===== src/rtl/rxlb_pkg.sv =====
package rxlb_pkg;

  typedef struct packed {
    logic restart;
    logic loadLock;
    logic raiseAlign;
    logic dropLock;
    logic succeed;
    logic teardown;
  } rxlbCtl_t;

  typedef enum logic [2:0] {
    ST_IDLE,
    ST_POLL,
    ST_WAIT,
    ST_UP,
    ST_FAIL
  } rxlbState_e;

endpackage


===== src/rtl/rxlb_speed.sv =====
module rxlb_speed #(
  parameter int NLANES = 16,
  parameter int BAUDW  = 16,
  parameter int SPEEDW = 21
) (
  input  logic [NLANES-1:0] mask,
  input  logic [BAUDW-1:0]  baudMhz,
  output logic [SPEEDW-1:0] speed
);
  localparam int CW = $clog2(NLANES + 1);
  localparam int SW = BAUDW + 6;
  localparam logic [SW-1:0] CODE_DEN = SW'(67);

  logic [CW-1:0] laneCount;
  logic [SW-1:0] scaled;
  logic [SW-1:0] perLane;

  // population count of the active lanes
  always_comb begin
    laneCount = '0;
    for (int i = 0; i < NLANES; i++) begin
      laneCount = laneCount + CW'(mask[i]);
    end
  end

  // 64/67 coding efficiency: multiply by 64 first, then divide
  assign scaled  = {baudMhz, 6'b000000};
  assign perLane = scaled / CODE_DEN;
  assign speed   = SPEEDW'(perLane) * SPEEDW'(laneCount);

endmodule


===== src/rtl/rxlb_ctrl.sv =====
module rxlb_ctrl
  import rxlb_pkg::*;
#(
  parameter int MAX_POLLS    = 200,
  parameter int DELAY_CYCLES = 5000
) (
  input  logic     clk,
  input  logic     rstN,
  input  logic     start,
  input  logic     wordSyncDone,
  input  logic     alignDone,
  input  logic     alignFail,
  input  logic     maskAny,
  input  logic     lockAny,
  input  logic     alignOn,
  output rxlbCtl_t ctl,
  output logic     linkUp,
  output logic     failed,
  output logic     busy
);
  localparam int PW = $clog2(MAX_POLLS + 1);
  localparam int DW = (DELAY_CYCLES > 1) ? $clog2(DELAY_CYCLES) : 1;
  localparam logic [PW-1:0] POLL_LIMIT = PW'(MAX_POLLS);
  localparam logic [DW-1:0] DELAY_LOAD = DW'(DELAY_CYCLES - 1);

  rxlbState_e    state, stateN;
  logic [PW-1:0] pollCnt, pollCntN;
  logic [DW-1:0] waitCnt, waitCntN;

  always_comb begin
    stateN   = state;
    pollCntN = pollCnt;
    waitCntN = waitCnt;
    ctl      = '0;
    case (state)
      ST_IDLE, ST_FAIL: begin
        if (start) begin
          ctl.restart = 1'b1;
          pollCntN    = '0;
          stateN      = ST_POLL;
        end
      end
      ST_POLL: begin
        waitCntN = DELAY_LOAD;
        if (pollCnt == POLL_LIMIT) begin
          // retry budget exhausted
          ctl.teardown = 1'b1;
          stateN       = ST_FAIL;
        end else begin
          pollCntN = pollCnt + 1'b1;
          if (!lockAny) begin
            if (!maskAny) begin
              ctl.teardown = 1'b1;
              stateN       = ST_FAIL;
            end else begin
              ctl.loadLock = 1'b1;
              stateN       = ST_WAIT;
            end
          end else if (!alignOn) begin
            ctl.raiseAlign = wordSyncDone;
            stateN         = ST_WAIT;
          end else if (alignFail) begin
            ctl.dropLock = 1'b1;
            ctl.teardown = 1'b1;
            stateN       = ST_FAIL;
          end else if (alignDone) begin
            ctl.succeed = 1'b1;
            stateN      = ST_UP;
          end else begin
            stateN = ST_WAIT;
          end
        end
      end
      ST_WAIT: begin
        if (waitCnt == '0) stateN = ST_POLL;
        else               waitCntN = waitCnt - 1'b1;
      end
      ST_UP: begin
        if (alignFail) begin
          ctl.dropLock = 1'b1;
          ctl.teardown = 1'b1;
          stateN       = ST_FAIL;
        end
      end
      default: stateN = ST_IDLE;
    endcase
  end

  always_ff @(posedge clk or negedge rstN) begin
    if (!rstN) begin
      state   <= ST_IDLE;
      pollCnt <= '0;
      waitCnt <= '0;
    end else begin
      state   <= stateN;
      pollCnt <= pollCntN;
      waitCnt <= waitCntN;
    end
  end

  assign linkUp = (state == ST_UP);
  assign failed = (state == ST_FAIL);
  assign busy   = (state == ST_POLL) || (state == ST_WAIT);

  AST_WAIT_HOLDS: assert property (@(posedge clk) disable iff (!rstN)
    (state == ST_WAIT && waitCnt != '0) |=> state == ST_WAIT);
  AST_POLL_BOUND: assert property (@(posedge clk) disable iff (!rstN)
    (state == ST_POLL && pollCnt == POLL_LIMIT) |=> state == ST_FAIL);
  AST_UP_FAULT_FAILS: assert property (@(posedge clk) disable iff (!rstN)
    (state == ST_UP && alignFail) |=> state == ST_FAIL);
  AST_START_IGNORED_UP: assert property (@(posedge clk) disable iff (!rstN)
    (state == ST_UP && !alignFail) |=> state == ST_UP);

endmodule


===== src/rtl/rxlb_datapath.sv =====
module rxlb_datapath
  import rxlb_pkg::*;
#(
  parameter int NLANES = 16,
  parameter int BAUDW  = 16,
  parameter int SPEEDW = 21
) (
  input  logic              clk,
  input  logic              rstN,
  input  rxlbCtl_t          ctl,
  input  logic [NLANES-1:0] laneMask,
  input  logic              txPktEn,
  input  logic [BAUDW-1:0]  baudMhz,
  output logic [NLANES-1:0] lockEn,
  output logic              alignEn,
  output logic              rxPktEn,
  output logic              wsClr,
  output logic              asClr,
  output logic [NLANES-1:0] laneClr,
  output logic [SPEEDW-1:0] speed
);
  logic [NLANES-1:0] activeMask;
  logic [SPEEDW-1:0] speedCalc;

  rxlb_speed #(.NLANES(NLANES), .BAUDW(BAUDW), .SPEEDW(SPEEDW)) u_speed (
    .mask    (lockEn),
    .baudMhz (baudMhz),
    .speed   (speedCalc)
  );

  always_ff @(posedge clk or negedge rstN) begin
    if (!rstN) begin
      lockEn     <= '0;
      alignEn    <= 1'b0;
      rxPktEn    <= 1'b0;
      activeMask <= '0;
      speed      <= '0;
      wsClr      <= 1'b0;
      asClr      <= 1'b0;
      laneClr    <= '0;
    end else begin
      wsClr   <= 1'b0;
      asClr   <= 1'b0;
      laneClr <= '0;
      if (ctl.restart) begin
        lockEn     <= '0;
        alignEn    <= 1'b0;
        rxPktEn    <= 1'b0;
        activeMask <= '0;
        speed      <= '0;
      end
      if (ctl.loadLock) begin
        lockEn  <= laneMask;
        alignEn <= 1'b0;
        wsClr   <= 1'b1;
      end
      if (ctl.raiseAlign) begin
        alignEn <= 1'b1;
        asClr   <= 1'b1;
      end
      if (ctl.succeed) begin
        rxPktEn    <= txPktEn;
        activeMask <= lockEn;
        laneClr    <= lockEn;
        speed      <= speedCalc;
      end
      if (ctl.dropLock) begin
        lockEn  <= '0;
        alignEn <= 1'b0;
      end
      if (ctl.teardown) begin
        speed <= '0;
        if (rxPktEn) begin
          rxPktEn <= 1'b0;
          laneClr <= activeMask;
        end
      end
    end
  end

  AST_ALIGN_NEEDS_LOCK: assert property (@(posedge clk) disable iff (!rstN)
    alignEn |-> lockEn != '0);
  AST_PKT_NEEDS_ALIGN: assert property (@(posedge clk) disable iff (!rstN)
    rxPktEn |-> alignEn);
  AST_LOCK_TAKES_MASK: assert property (@(posedge clk) disable iff (!rstN)
    ctl.loadLock |=> (lockEn == $past(laneMask)) && wsClr);
  AST_CLEARS_APART: assert property (@(posedge clk) disable iff (!rstN)
    $onehot0({wsClr, asClr, |laneClr}));
  AST_TEARDOWN_QUIET: assert property (@(posedge clk) disable iff (!rstN)
    ctl.teardown |=> !rxPktEn && speed == '0);

endmodule


===== src/rtl/rx_link_bringup.sv =====
module rx_link_bringup
  import rxlb_pkg::*;
#(
  parameter int NLANES       = 16,
  parameter int BAUDW        = 16,
  parameter int MAX_POLLS    = 200,
  parameter int DELAY_CYCLES = 5000
) (
  input  logic                                 clk,
  input  logic                                 rstN,
  input  logic                                 start,
  input  logic [NLANES-1:0]                    laneMask,
  input  logic                                 wordSyncDone,
  input  logic                                 alignDone,
  input  logic                                 alignFail,
  input  logic                                 txPktEn,
  input  logic [BAUDW-1:0]                     baudMhz,
  output logic [NLANES-1:0]                    lockEn,
  output logic                                 alignEn,
  output logic                                 rxPktEn,
  output logic                                 wordSyncClr,
  output logic                                 alignStatClr,
  output logic [NLANES-1:0]                    laneStatClr,
  output logic                                 linkUp,
  output logic                                 fullDuplex,
  output logic                                 failed,
  output logic                                 busy,
  output logic [BAUDW+$clog2(NLANES+1)-1:0]    speedMbps
);
  localparam int SPEEDW = BAUDW + $clog2(NLANES + 1);

  rxlbCtl_t ctl;

  rxlb_ctrl #(.MAX_POLLS(MAX_POLLS), .DELAY_CYCLES(DELAY_CYCLES)) u_ctrl (
    .clk          (clk),
    .rstN         (rstN),
    .start        (start),
    .wordSyncDone (wordSyncDone),
    .alignDone    (alignDone),
    .alignFail    (alignFail),
    .maskAny      (|laneMask),
    .lockAny      (|lockEn),
    .alignOn      (alignEn),
    .ctl          (ctl),
    .linkUp       (linkUp),
    .failed       (failed),
    .busy         (busy)
  );

  rxlb_datapath #(.NLANES(NLANES), .BAUDW(BAUDW), .SPEEDW(SPEEDW)) u_dp (
    .clk      (clk),
    .rstN     (rstN),
    .ctl      (ctl),
    .laneMask (laneMask),
    .txPktEn  (txPktEn),
    .baudMhz  (baudMhz),
    .lockEn   (lockEn),
    .alignEn  (alignEn),
    .rxPktEn  (rxPktEn),
    .wsClr    (wordSyncClr),
    .asClr    (alignStatClr),
    .laneClr  (laneStatClr),
    .speed    (speedMbps)
  );

  assign fullDuplex = linkUp;

  AST_UP_XOR_FAIL: assert property (@(posedge clk) disable iff (!rstN)
    !(linkUp && failed));
  AST_SPEED_ONLY_UP: assert property (@(posedge clk) disable iff (!rstN)
    !linkUp |-> speedMbps == '0);

endmodule


===== config.mk =====
export PLATFORM = sky130hd
export DESIGN_NAME = rx_link_bringup
export DESIGN_NICKNAME = d
export VERILOG_FILES = /design/src/rtl/rxlb_pkg.sv /design/src/rtl/rxlb_speed.sv /design/src/rtl/rxlb_ctrl.sv /design/src/rtl/rxlb_datapath.sv /design/src/rtl/rx_link_bringup.sv
export SDC_FILE = /design/constraint.sdc
export NUM_CORES = 1
export LEC_CHECK = 0
export BUFFER_PORTS_ARGS = -buffer_cell sky130_fd_sc_hd__buf_4
export CAP_MARGIN = 20
export CORE_MARGIN = 3
export CORE_UTILIZATION = 50
export DETAILED_ROUTE_END_ITERATION = 10
export GPL_TIMING_DRIVEN = 0
export PLACE_DENSITY_LB_ADDON = 0.3
export SLEW_MARGIN = 10
export SYNTH_ARGS = -nofsm -noshare
export SYNTH_HDL_FRONTEND = slang
export SYNTH_SLANG_ARGS = --single-unit

===== constraint.sdc =====
create_clock -name clk -period 10 [get_ports clk]
set_clock_uncertainty 0.2 [all_clocks]
set_input_delay 0.5 -clock clk [delete_from_list [all_inputs] [get_ports clk]]
set_output_delay 0.5 -clock clk [all_outputs]
set_load 0.01 [all_outputs]

; ---- After elaboration in Yosys (flattened, before gate mapping)
; Index checks and enable logic that the tools add are counted.
[word_totals]
output_inout_bits = 61
wordCells = 108
reg_bits = 97
[classes]
muxes = 53
div = 1
n_mul = 1
n_addsub = 17
n_eq_ne = 10
reduce_logical = 15
[ops]
columns = cell, count
row1 = 16-bit 2-to-1 mux, 7
row2 = 21-bit 2-to-1 mux, 3
row3 = 5-bit by 1-bit adder with 5-bit output, 11
row4 = 16-bit OR reduction, 2
row5 = 3-bit 2-to-1 mux, 10
row6 = 13-bit case mux with 2 select lines, 1
row7 = 1-bit 2-to-1 mux, 23
row8 = "22-bit by 7-bit divider with 22-bit output, second input constant", 1
row9 = 21-bit by 5-bit multiplier with 21-bit output, 1
row10 = 8-bit 2-to-1 mux, 2
row11 = 8-bit case mux with 2 select lines, 1
row12 = 13-bit zero test, 1
row13 = 13-bit 2-to-1 mux, 1
row14 = "13-bit by 1-bit subtractor with 13-bit output, second input constant", 1
row15 = 3-bit case mux with 4 select lines, 1
row16 = "8-bit by 1-bit adder with 8-bit output, second input constant", 1
row17 = "8-bit == test, second input constant", 1
row18 = "2-bit inequality test, second input constant", 4
row19 = "3-bit by 2-bit == test with 1-bit output, second input constant", 2
row20 = 3-bit AND reduction, 2
row21 = 2-bit nonzero test, 3
row22 = 3-bit nonzero test, 2
row23 = 4-bit by 1-bit adder with 5-bit output, 1
row24 = 3-bit by 1-bit adder with 4-bit output, 1
row25 = other kinds (13), 14

; ---- Logic depth before layout (Yosys ltp)
; Gate-level depths: netlist of run 1.
[logic_depth]
depth_word = 18
mapped_depth = 88
ltp_nobuf = 79

; ---- Modules after synthesis
; A second synthesis of run 1 with hierarchy kept.
[unflattened]
hier_cells = 1409
area_unflattened_um2 = 11873.9
[modules_own_cells]
columns = module, instances, cells_per_inst, seq_area_each_um2, area_per_inst_um2
row1 = rxlb_speed, 1, 1035, 0.0, 7628.6
row2 = rxlb_datapath, 1, 208, 1826.8, 2747.6
row3 = rxlb_ctrl, 1, 155, 600.6, 1427.6
row4 = rx_link_bringup, 1, 11, 0.0, 70.1

; ---- Worst setup path before layout of run 1
; No wires, ideal clock.
[synth_timing]
path_type = input-to-reg
startpoint = input baudMhz[12]
endpoint = register u_dp.speed[19]
n_path_buf = 6
required_ps = 9667
path_slack_ps = -7222
t_arrival_ps = 16889
cell_stages = 82
cell_sequence = buf_4 > or4_4 > o21ai_2 > a21oi_2 > nor2_1 > o211a_1 > buf_6 > a21oi_2 > a2111oi_2 > a21oi_2 > o311ai_2 > a41oi_2 > mux2i_4 > o211a_2 > or3_4 > a211oi_4 > o21ai_2 > a211o_1 > [46 not listed] > ha_1 > a21o_1 > a21o_1 > a21oi_1 > o21bai_1 > a21oi_1 > o21bai_1 > a21oi_1 > o21bai_1 > a21oi_1 > o21bai_1 > a21oi_1 > o21bai_1 > a21oi_1 > o21bai_1 > a21oi_1 > xor2_1 > o21ai_0
[synth_between]
elab_chain_len = 4
[synth_lines]
columns = item, line
row1 = from (decl), rx_link_bringup.sv:17  ; input logic [BAUDW-1:0] baudMhz,
row2 = 22-bit by 7-bit divider with 22-bit output, rxlb_speed.sv:28  ; assign perLane = scaled / CODE_DEN;
row3 = 21-bit by 5-bit multiplier with 21-bit output, rxlb_speed.sv:29  ; assign speed = SPEEDW'(perLane) * SPEEDW'(laneCount);
row4 = 21-bit 2-to-1 mux, rxlb_datapath.sv:61  ; if (ctl.succeed) begin
row5 = 21-bit 2-to-1 mux, rxlb_datapath.sv:71  ; if (ctl.teardown) begin
row6 = to (signal assigned), rxlb_datapath.sv:65  ; speed <= speedCalc;
row7 = to (decl), rxlb_datapath.sv:20  ; output logic [SPEEDW-1:0] speed
; Every way passes these cells.
; A chain may end at the register's enable or synchronous reset.

; ---- Worst setup path in the final report of run 1
[layout_timing]
startpoint = input baudMhz[13]
endpoint = register u_dp.speed[6]
; Same word-level chain as after synthesis.

==> results of run 1 <==
## cell families (layout without fill, tap and decap cells)
group | Yosys count | in the layout | synth area share (%)
adder cells (fa/ha/maj) | 98 | 98 | 14.2
buffers and inverters | 148 | 463 | 5.87
AND/OR/NAND/NOR | 492 | 492 | 23.0
flip-flops | 97 | 97 | 21.4
AO/OA/AOI/OAI | 406 | 406 | 27.1
multiplexers | 33 | 33 | 3.24
XOR/XNOR | 67 | 67 | 5.30
## routing by layer
layer | track usage [%] | vias to the layer above | share of wire [%]
met5 | 0 | - | 0
met4 | 10.3 | 0 | 5.6
met3 | 3.01 | 244 | 7.6
met2 | 49.0 | 808 | 48
met1 | 36.1 | 6051 | 39
li1 | - | 5506 | -
## worst max-delay path: cells and delay by family
kind / cells / cell delay (ns)
adder cells (fa/ha/maj): 10 / 2.91
XOR/XNOR: 7 / 1.09
AND/OR/NAND/NOR: 19 / 3.84
multiplexers: 3 / 0.70
AO/OA/AOI/OAI: 21 / 4.10
buffers and inverters: 27 / 3.43
## what timing repair did
item,4_1_cts,5_1_grt
hold buffers,0,0
setup endpoints to repair,21,21
buffers inserted,156,59
pin swaps,104,117
cloned,1,0
gates resized for setup,136,101
## metrics by stage
stage | setup slack [ns] | hold WS, ns | instances
floorplan | -6.45 | 0.00441 | 1341
global placement | -8.51 | 0.264 | 1712
detailed placement | -8.72 | 0.270 | 1713
CTS | -5.65 | 0.0160 | 1884
global route | -7.12 | 0.0381 | 1936
finish | -6.61 | -0.00525 | 1936
## layout make-up
cell class / instances / area, um2
flip-flops and latches: 97 / 2430
repair buffers: 302 / 2360
clock inverters: 5 / 63.8
multi-input cells: 1096 / 9810
clock buffers: 11 / 233
fillers: 1477 / 6110
plain buffers: 57 / 387
inverters: 88 / 345
well taps: 280 / 350
## placed cells by master (no fill, tap or decap), drive strengths merged, types with 35 or more instances in the layout
master  instances
xnor2          52
nand2         163
nor3           35
a21oi          70
dfrtp          97
nor2           75
o21ai         103
fa             52
clkbuf         37
buf           333
ha             44
a22o           37
and2           41
inv            90
## worst max-delay path by stage
stage           startpoint             end  slack, ns  cells past startpoint
4_1_cts         baudMhz[9]  u_dp.speed[20]      -5.65                     85
6_report       baudMhz[13]   u_dp.speed[6]      -6.61                     87
3_5_place_dp   baudMhz[14]  u_dp.speed[20]      -8.72                     82
5_1_grt        baudMhz[13]  u_dp.speed[20]      -7.12                     82
3_3_place_gp   baudMhz[14]  u_dp.speed[20]      -8.51                     82
2_1_floorplan  baudMhz[10]  u_dp.speed[20]      -6.45                     84
## sequential cells by signal, indices dropped and copies added, names as in the netlist
name and count:
u_dp.lockEn 16, u_ctrl.state 3, u_dp.rxPktEn 1, u_dp.activeMask 16, u_ctrl.waitCnt 13, u_dp.alignEn 1
u_dp.speed 21, u_ctrl.pollCnt 8, u_dp.laneClr 16, u_dp.wsClr 1, u_dp.asClr 1
==> results.rst, run 1 <==
.. list-table::
   :header-rows: 1

   * - Metric
     - Value
   * - Cell with the most instances after synthesis
     - sky130_fd_sc_hd__nand2_1
   * - Initial antenna violation count
     - 0
   * - Data required time of the worst path
     - 10.01 ns
   * - Buffers from clock root to sink, at most
     - 2
   * - DRT iter0 DRCs
     - 1521
   * - Depth of the worst register-to-register path
     - 38
   * - Total global routing track utilization
     - between 20 and 30%
   * - Clock transition at the register clock pins on the worst setup and hold paths after CTS
     - 0.07 ns
   * - Slew HR
     - between 30% and 40%
   * - Final Routed Wirelength
     - 39.9 mm
   * - Average via count per standard cell
     - between 6 and 7
   * - Result of the run
     - finished, violations left
   * - DRT Pass-1 Iters
     - 6
   * - Post-synthesis instance total
     - 1341
   * - Count of state elements after synthesis
     - 97
   * - Count of unresolved DRC violations after routing
     - 0
   * - Number of H-tree branching levels
     - 3
   * - Total number of nets in the final design
     - 1786
   * - Measured slew at the worst slew-check pin
     - slightly above 1 ns
   * - Number of placed I/O pins
     - 100
   * - Latest clock arrival within the worst-skew pair
     - 0.34 ns
   * - Mean Syn Cell Area
     - 8.47 um2
   * - Final worst-path cycle share
     - 166%
   * - WHS
     - -0.00525 ns
   * - Detailed Place HPWL
     - between 20 and 25 mm
   * - Ratio of cells with drive above 1 in the final layout
     - 36.8%
   * - Number of enable-type register cells in the synthesized netlist
     - 0
   * - Failing checks
     - hold timing, setup timing
   * - Type of element launching the critical path
     - input pin
   * - Placed cell areas
     - 12800 um2
   * - Overall die width
     - 157 um
   * - WP data arrival
     - 16.61 ns
   * - Proportion of synthesized chip area in sequential cells
     - 21.4%
   * - Antenna violation net count after detailed routing
     - 0
   * - Clock tree from TritonCTS
     - done
   * - Routability Congestion
     - around 0.9
   * - Starting Density
     - 51.4%
   * - Crit path max fanout
     - 10
   * - Sum Neg Setup Slack
     - -111.20 ns
   * - Synth Cell Area
     - approximately 11000 um2
   * - Top cells by count, synth
     - sky130_fd_sc_hd__nand2_1 (160), sky130_fd_sc_hd__dfrtp_1 (97), sky130_fd_sc_hd__inv_1 (86), sky130_fd_sc_hd__o21ai_0 (81), sky130_fd_sc_hd__nor2_1 (73)
   * - Setup violation total in the final timing report
     - 21
   * - Worst path slowest cell
     - sky130_fd_sc_hd__fa_1
   * - Setup repair after global routing missed its margin
     - yes
   * - Post-synth cell types
     - 127
   * - Synth top area share
     - 21.4%
   * - Number of global-route vias before repair
     - 11900
   * - Clock sinks
     - 97
   * - Grt total ovfl
     - 0
   * - Count of endpoints failing hold in the final timing report
     - 8
   * - Vias after detailed routing
     - 12600
   * - Worst Hold Class
     - input pin to asynchronous set/reset pin
   * - TritonCTS buffer count
     - 9
   * - Most common cell on crit path
     - sky130_fd_sc_hd__buf_4
   * - Largest area contributor in the synthesized netlist
     - sky130_fd_sc_hd__dfrtp_1
   * - Avg WL per Cell
     - 20.6 um
   * - Synth-to-layout area growth
     - 40.6%
   * - Number of antenna cells inserted
     - 0
   * - Setup slack of the critical path after layout
     - -6.61 ns
   * - Clock root buffer
     - sky130_fd_sc_hd__clkbuf_16
   * - Die footprint
     - between 20000 and 25000 um2
   * - Max stage delay on crit path
     - 0.58 ns
   * - Synthesis warning total
     - 0
   * - Top cells by area, synth
     - sky130_fd_sc_hd__dfrtp_1 (21%), sky130_fd_sc_hd__fa_1 (9.2%), sky130_fd_sc_hd__nand2_1 (5.3%), sky130_fd_sc_hd__ha_1 (4.8%), sky130_fd_sc_hd__xnor2_1 (3.9%)
   * - Critical register-to-register path endpoint
     - u_dp.speed[6]
   * - Design Area, Final
     - roughly 16000 um2
   * - Slew Limit Fails
     - 0
   * - Maximum capacitance violations
     - 0
   * - Die outline height
     - 157 um
   * - Rows
     - 54
   * - Synthesized Nets
     - about 1500
   * - R2r startpoint
     - u_dp.lockEn[5]
   * - Top_reg_cell synth
     - sky130_fd_sc_hd__dfrtp_1
   * - Worst setup EP type
     - register
   * - CORE AREA
     - 22100 um2
   * - Maximum frequency from static timing analysis
     - 60.2 MHz
   * - Input/output buffers
     - roughly 90
   * - Fraction of the core area covered by cells at the end of the flow
     - slightly above 70%
   * - Final worst path period need
     - 16.61 ns
   * - Pin count of the biggest net entering global routing
     - between 50 and 60
   * - Worst R2R Setup Slack
     - 0.73 ns
   * - Global-route wire length before repair
     - 57.9 mm
   * - Fraction of registers with async set or reset after synthesis
     - 100%
   * - Category of the most critical setup path
     - input pin to register
Power of run 1 is left out: the tool's default activity adds up to more than one toggle a clock period on the data nets, which glitch-free logic cannot reach.
==> run 2: changes to the inputs <==
--- a/config.mk
+++ b/config.mk
@@ -5,10 +5,11 @@
 export SDC_FILE = /design/constraint.sdc
 export NUM_CORES = 1
 export LEC_CHECK = 0
+export ABC_AREA = 1
 export BUFFER_PORTS_ARGS = -buffer_cell sky130_fd_sc_hd__buf_4
 export CAP_MARGIN = 20
 export CORE_MARGIN = 3
-export CORE_UTILIZATION = 50
+export CORE_UTILIZATION = 25
 export DETAILED_ROUTE_END_ITERATION = 10
 export GPL_TIMING_DRIVEN = 0
 export PLACE_DENSITY_LB_ADDON = 0.3
==> results.rst, run 2 <==
.. list-table::
   :header-rows: 1

   * - Metric
     - Value
   * - Mean Syn Cell Area
     - 6.98 um2
   * - Top_reg_cell synth
     - sky130_fd_sc_hd__dfrtp_1
   * - Final-layout fill cell count
     - 4000
   * - Average via count per standard cell
     - between 4 and 5
   * - Synthesized Nets
     - 1618
   * - Number of placed I/O pins
     - 100
   * - Synth top area share
     - 23.4%
   * - CORE AREA
     - 40300 um2
   * - Number of H-tree branching levels
     - 3
   * - Rows
     - 73
   * - Total global routing track utilization
     - roughly 14%
   * - Measured slew at the worst slew-check pin
     - slightly below 0.9 ns
   * - Clock sinks
     - 97
   * - Number of global-route vias before repair
     - 10600
   * - Result of the run
     - finished, violations left
   * - Input/output buffers
     - 98
   * - Slew Limit Fails
     - 0
   * - Crit path max fanout
     - 8
   * - Area of the multi-input gates
     - 8170 um2
   * - Routability Congestion
     - 0.809
   * - Count of unresolved DRC violations after routing
     - 0
   * - Die outline height
     - approximately 210 um
   * - Post-synth cell types
     - 50
   * - Number of flip-flops in the largest register
     - 21
   * - Type of element launching the critical path
     - input pin
   * - Cell with the most instances after synthesis
     - sky130_fd_sc_hd__nand2_1
   * - Fraction of registers with async set or reset after synthesis
     - 100%
   * - Worst path slowest cell
     - sky130_fd_sc_hd__fa_2
   * - Count of endpoints failing hold in the final timing report
     - 0
   * - Setup slack of the critical path after layout
     - -5.18 ns
   * - Synthesized-area fraction occupied by and/or/nand/nor cells
     - 37.4%
   * - Number of antenna cells inserted
     - 0
   * - Category of the most critical setup path
     - input pin to register
   * - Multiplexer share of the synthesized area
     - 0%
   * - Area share of fa/ha/maj cells after synthesis
     - 15.4%
   * - Most frequent cells in the layout
     - sky130_fd_sc_hd__nand2_1 (291), sky130_fd_sc_hd__buf_4 (279), sky130_fd_sc_hd__inv_1 (201), sky130_fd_sc_hd__dfrtp_1 (97), sky130_fd_sc_hd__nor2_1 (92)
   * - Flip-flop and latch area
     - about 2400 um2
   * - Final Routed Wirelength
     - 32.1 mm
   * - Largest area contributor in the synthesized netlist
     - sky130_fd_sc_hd__dfrtp_1
   * - Grt total ovfl
     - 0
   * - Hold bufs inserted after CTS
     - 0
   * - Buffers from clock root to sink, at most
     - 2
   * - Data required time of the worst path
     - 10.04 ns
   * - Synthesis warning total
     - 0
   * - Avg WL per Cell
     - 13.6 um
   * - Worst setup EP type
     - register
   * - Count of buffer and inverter cells on the critical path
     - 26
   * - Pin count of the biggest net entering global routing
     - between 90 and 100
   * - Final worst-path cycle share
     - 152%
   * - Worst Hold Class
     - input pin to asynchronous set/reset pin
   * - Clock transition at the register clock pins on the worst setup and hold paths after CTS
     - about 0.070 ns
   * - Proportion of synthesized chip area in sequential cells
     - about a quarter
   * - Fraction of the mapped netlist area in compound gates
     - 8.75%
   * - Number of enable-type register cells in the synthesized netlist
     - 0
   * - Failing checks
     - setup timing
   * - Combinational family with the most area after synthesis
     - simple AND/OR/NAND/NOR gates
   * - Slew HR
     - 40.9%
   * - Clock tree from TritonCTS
     - done
   * - Die footprint
     - between 40000 and 50000 um2
   * - Synth Cell Area
     - 10400 um2
   * - Total number of nets in the final design
     - 1961
   * - Detailed Place HPWL
     - 21.9 mm
   * - Max stage delay on crit path
     - 0.56 ns
   * - Post-synthesis instance total
     - 1483
   * - Starting Density
     - between 20% and 30%
   * - Top cells by area, synth
     - sky130_fd_sc_hd__dfrtp_1 (23%), sky130_fd_sc_hd__nand2_1 (14%), sky130_fd_sc_hd__fa_1 (10%), sky130_fd_sc_hd__inv_1 (8.0%), sky130_fd_sc_hd__nand3_1 (5.5%)
   * - Top cells by count, synth
     - sky130_fd_sc_hd__nand2_1 (389), sky130_fd_sc_hd__inv_1 (222), sky130_fd_sc_hd__nor2_1 (115), sky130_fd_sc_hd__nand3_1 (114), sky130_fd_sc_hd__dfrtp_1 (97)
   * - Sum Neg Setup Slack
     - -81.71 ns
   * - WHS
     - 0.0604 ns
   * - Setup violation total in the final timing report
     - 21
   * - Setup repair after global routing missed its margin
     - yes
   * - Initial antenna violation count
     - 0
   * - Clock root buffer
     - sky130_fd_sc_hd__clkbuf_16
   * - Maximum frequency from static timing analysis
     - 65.9 MHz
   * - DRT iter0 DRCs
     - 513
   * - Overall die width
     - 210 um
   * - Share of the synthesized netlist area taken by xor and xnor gates
     - 3.55%
   * - Largest reg by FF count
     - u_dp.speed
   * - WP data arrival
     - 15.22 ns
   * - Latest clock arrival within the worst-skew pair
     - 0.35 ns
   * - Antenna violation net count after detailed routing
     - 0
   * - Global-route wire length before repair
     - 51.8 mm
   * - Maximum capacitance violations
     - 0
   * - Count of state elements after synthesis
     - 97
   * - Most common cell on crit path
     - sky130_fd_sc_hd__nand2_4
   * - DRT Pass-1 Iters
     - 5
   * - TritonCTS buffer count
     - 9
   * - Commonest non-fill, non-tap cell in the layout
     - sky130_fd_sc_hd__nand2_1
   * - Synth-to-layout area growth
     - 50.1%
   * - Final worst path period need
     - roughly 15 ns
   * - Vias after detailed routing
     - ~11000
   * - Largest delay share family, worst path
     - simple AND/OR/NAND/NOR gates
   * - Ratio of cells with drive above 1 in the final layout
     - 40.1%
==> run 2: final timing paths <==
path / from / to / slack (ns) / depth (start not counted)
max: baudMhz[11] / u_dp.speed[20] / -5.18 / 138
max in group asynchronous: rstN / u_dp.speed[9] / 8.96 / 1
min: rstN / u_dp.activeMask[7] / 0.06 / 1
max reg2reg: u_dp.lockEn[0] / u_dp.speed[20] / 0.70 / 40
min reg2reg: u_ctrl.waitCnt[11] / u_ctrl.waitCnt[11] / 0.27 / 1
min in group clk: laneMask[9] / u_dp.lockEn[9] / 0.18 / 3
==> run 2: cell families (layout without fill, tap and decap cells) <==
| kind of cell | count (synthesis) | in the layout |
|---|---|---|
| buffers and inverters | 290 | 637 |
| AOI/OAI and AO/OA | 160 | 160 |
| DFF | 97 | 97 |
| adders and majority gates | 96 | 96 |
| and+or+nand+nor | 798 | 798 |
| xor gates and xnor gates | 42 | 42 |
==> run 2: routing by layer <==
layer / GRT usage [%] / vias to the layer above / wire, um
li1: - / 5361 / -
met3: 2.00 / 34 / 1060
met1: 18.1 / 5172 / 14200
met4: 2.61 / 0 / 369
met5: 0 / - / 0
met2: 24.7 / 167 / 16500
==> run 2: worst register-to-register path: cells and delay by family, from the launching register on <==
kind                       cells  cell delay, ns
xor gates and xnor gates       1            0.69
and+or+nand+nor               12            1.09
DFF                            1            0.45
adders and majority gates     10            4.49
AOI/OAI and AO/OA              9            1.41
buffers and inverters          8            0.88
==> run 2: final cells by class <==
| class | count | area share, % |
|---|---|---|
| inverters | 261 | 6.64 |
| flip-flops and latches | 97 | 15.6 |
| plain buffers | 29 | 1.46 |
| repair buffers | 332 | 17.7 |
| well taps | 525 | 4.23 |
| clock inverters | 2 | 0.249 |
| clock buffers | 13 | 1.61 |
| multi-input cells | 1096 | 52.6 |
==> run 2: through the flow <==
step | cells | setup WS, ns | cell area, um2 | utilization (%)
after floorplan | 1483 | -4.64 | 10600 | -
after global placement | 2106 | -6.61 | 12000 | 29.8
after detailed placement | 2106 | -6.77 | 12000 | 29.8
after CTS | 2333 | -4.65 | 14700 | 36.4
after global routing | 2355 | -6.08 | 15500 | 38.6
final | 2355 | -5.18 | 15500 | 38.6
==> run 2: timing repair <==
action,CTS,global route
gates resized for setup,181,185
setup endpoints to repair,21,21
pin swaps,137,106
buffers inserted,215,64
cloned,1,0
Power of run 2 is left out for the same reason.
==> run 3: changes to the inputs <==
==> constraint.sdc (replaced) <==
create_clock -name clk -period 18.21 [get_ports clk]
set_clock_uncertainty 0.2 [all_clocks]
set_input_delay 0.9105 -clock clk [delete_from_list [all_inputs] [get_ports clk]]
set_output_delay 0.9105 -clock clk [all_outputs]
set_load 0.01 [all_outputs]
==> results.rst, run 3 (synthesis results as in run 2) <==
.. list-table::
   :header-rows: 1

   * - Metric
     - Value
   * - Result of the run
     - completed
   * - Fraction of the core area covered by cells at the end of the flow
     - between 30 and 40%
   * - Worst setup EP type
     - register
   * - Worst path slowest cell
     - sky130_fd_sc_hd__fa_1
   * - Number of H-tree branching levels
     - 3
   * - Clock root buffer
     - sky130_fd_sc_hd__clkbuf_16
   * - WP data arrival
     - 16.78 ns
   * - Final worst path period need
     - roughly 17 ns
   * - Die footprint
     - ~44000 um2
   * - Synth-to-layout area growth
     - 20.1%
   * - Number of placed I/O pins
     - 100
   * - Worst setup timing slack at the placement stage
     - roughly 0.29 ns
   * - Latest clock arrival within the worst-skew pair
     - between 0.3 and 0.4 ns
   * - Count of unresolved DRC violations after routing
     - 0
   * - Number of flip-flops in the largest register
     - 21
   * - Initial antenna violation count
     - 0
   * - Category of the most critical setup path
     - input pin to register
   * - Hold bufs inserted after CTS
     - 0
   * - Data required time of the worst path
     - 18.25 ns
   * - Maximum frequency from static timing analysis
     - 59.7 MHz
   * - Buffers from clock root to sink, at most
     - 2
   * - Input/output buffers
     - 98
   * - Commonest non-fill, non-tap cell in the layout
     - sky130_fd_sc_hd__nand2_1
   * - Count of endpoints failing hold in the final timing report
     - 0
   * - Slew Limit Fails
     - 0
   * - Slew HR
     - 40.0%
   * - Largest reg by FF count
     - u_dp.speed
   * - Flip-flop and latch area
     - 2430 um2
   * - Clock tree from TritonCTS
     - done
   * - Most frequent cells in the layout
     - sky130_fd_sc_hd__nand2_1 (383), sky130_fd_sc_hd__inv_1 (218), sky130_fd_sc_hd__buf_4 (126), sky130_fd_sc_hd__nand3_1 (113), sky130_fd_sc_hd__nor2_1 (111)
   * - Clock transition at the register clock pins on the worst setup and hold paths after CTS
     - around 0.07 ns
   * - Type of element launching the critical path
     - input pin
   * - Avg WL per Cell
     - 12.5 um
   * - CORE AREA
     - approximately 40000 um2
   * - Rows
     - 73
   * - Final-layout fill cell count
     - 4305
   * - Starting Density
     - 25.7%
   * - Maximum capacitance violations
     - 0
   * - Global-route wire length before repair
     - 45.2 mm
   * - Number of global-route vias before repair
     - 9231
   * - Routability Congestion
     - ~0.84
   * - DRT iter0 DRCs
     - 484
   * - Average via count per standard cell
     - 4.44
   * - Antenna violation net count after detailed routing
     - 0
   * - Number of antenna cells inserted
     - 0
   * - Pin count of the biggest net entering global routing
     - 98
   * - Detailed Place HPWL
     - about 22 mm
   * - Crit path max fanout
     - 10
   * - Area of the multi-input gates
     - 6910 um2
   * - Ratio of cells with drive above 1 in the final layout
     - 20.6%
   * - Final worst-path cycle share
     - 92.0%
   * - TritonCTS buffer count
     - 9
   * - Setup violation total in the final timing report
     - 0
   * - Most common cell on crit path
     - sky130_fd_sc_hd__nand2_1
   * - Total number of nets in the final design
     - 1755
   * - Total global routing track utilization
     - 12.1%
   * - Measured slew at the worst slew-check pin
     - 0.900 ns
   * - Overall die width
     - 210 um
   * - Max stage delay on crit path
     - roughly 0.55 ns
   * - Vias after detailed routing
     - 9545
   * - Clock sinks
     - 97
   * - Worst Hold Class
     - register to register
   * - DRT Pass-1 Iters
     - 4
   * - Setup slack of the critical path after layout
     - 1.46 ns
   * - Grt total ovfl
     - 0
   * - Final Routed Wirelength
     - 26.8 mm
   * - Die outline height
     - 210 um
run 3: cell types whose count changed in the layout (fill, tap and decap cells not counted), moves of 18 or more:
cell and change:
sky130_fd_sc_hd__nor2_4 -18, sky130_fd_sc_hd__nand3_1 +28, sky130_fd_sc_hd__nor2_1 +19, sky130_fd_sc_hd__buf_4 -153, sky130_fd_sc_hd__nand2_1 +92, sky130_fd_sc_hd__nand2_4 -56, sky130_fd_sc_hd__o21ai_0 +18, sky130_fd_sc_hd__nand2_2 -29
sky130_fd_sc_hd__buf_6 -40
run 3: metrics by stage:
step,hold slack [ns],cell area [um2],TNS (ns),instances
2_1_floorplan,0.235,10400,0,1483
3_3_place_gp,0.260,11700,0,2106
3_5_place_dp,0.263,11800,0,2106
4_1_cts,0.281,12000,0,2121
5_1_grt,0.322,12400,-0.176,2149
6_report,0.281,12400,0,2149
run 3: worst paths after layout:
path	slack, ns	to	from	depth (start not counted)
max in group asynchronous	16.73	u_ctrl.waitCnt[6]	rstN	1
worst max-delay path	1.46	u_dp.speed[20]	baudMhz[11]	139
worst min-delay path	0.28	u_ctrl.waitCnt[11]	u_ctrl.waitCnt[11]	1
worst max register to register	8.85	u_dp.speed[20]	u_dp.lockEn[0]	40
min in group asynchronous	0.48	u_dp.laneClr[4]	rstN	1
worst min register to register	0.28	u_ctrl.waitCnt[11]	u_ctrl.waitCnt[11]	1
run 3: area by class of cell:
type | count | share of cell area [%]
Clock inverter | 6 | 0.523
Tap cell | 525 | 5.28
Timing Repair Buffer | 126 | 7.64
Clock buffer | 9 | 1.81
Sequential cell | 97 | 19.5
Buffer | 29 | 1.65
Inverter | 261 | 8.02
Multi-Input combinational cell | 1096 | 55.5
run 3: routing by layer:
layer / part of all wire (%) / track usage, %
met5: 0 / 0
met4: 0.76 / 2.03
met3: 3.3 / 1.63
met2: 48 / 20.8
met1: 48 / 16.5
run 3: worst max-delay path: cells and delay by family:
kind | cells | cell delay [ns]
fa+ha+maj | 10 | 2.82
compound gates | 10 | 1.77
simple gates | 95 | 8.74
buf+inv | 24 | 2.56
run 3: repair_timing:
action,4_1_cts,5_1_grt
gates resized for setup,0,48
setup buffers,0,28
endpoints found under the setup margin,0,6
Power of run 3 is left out for the same reason.
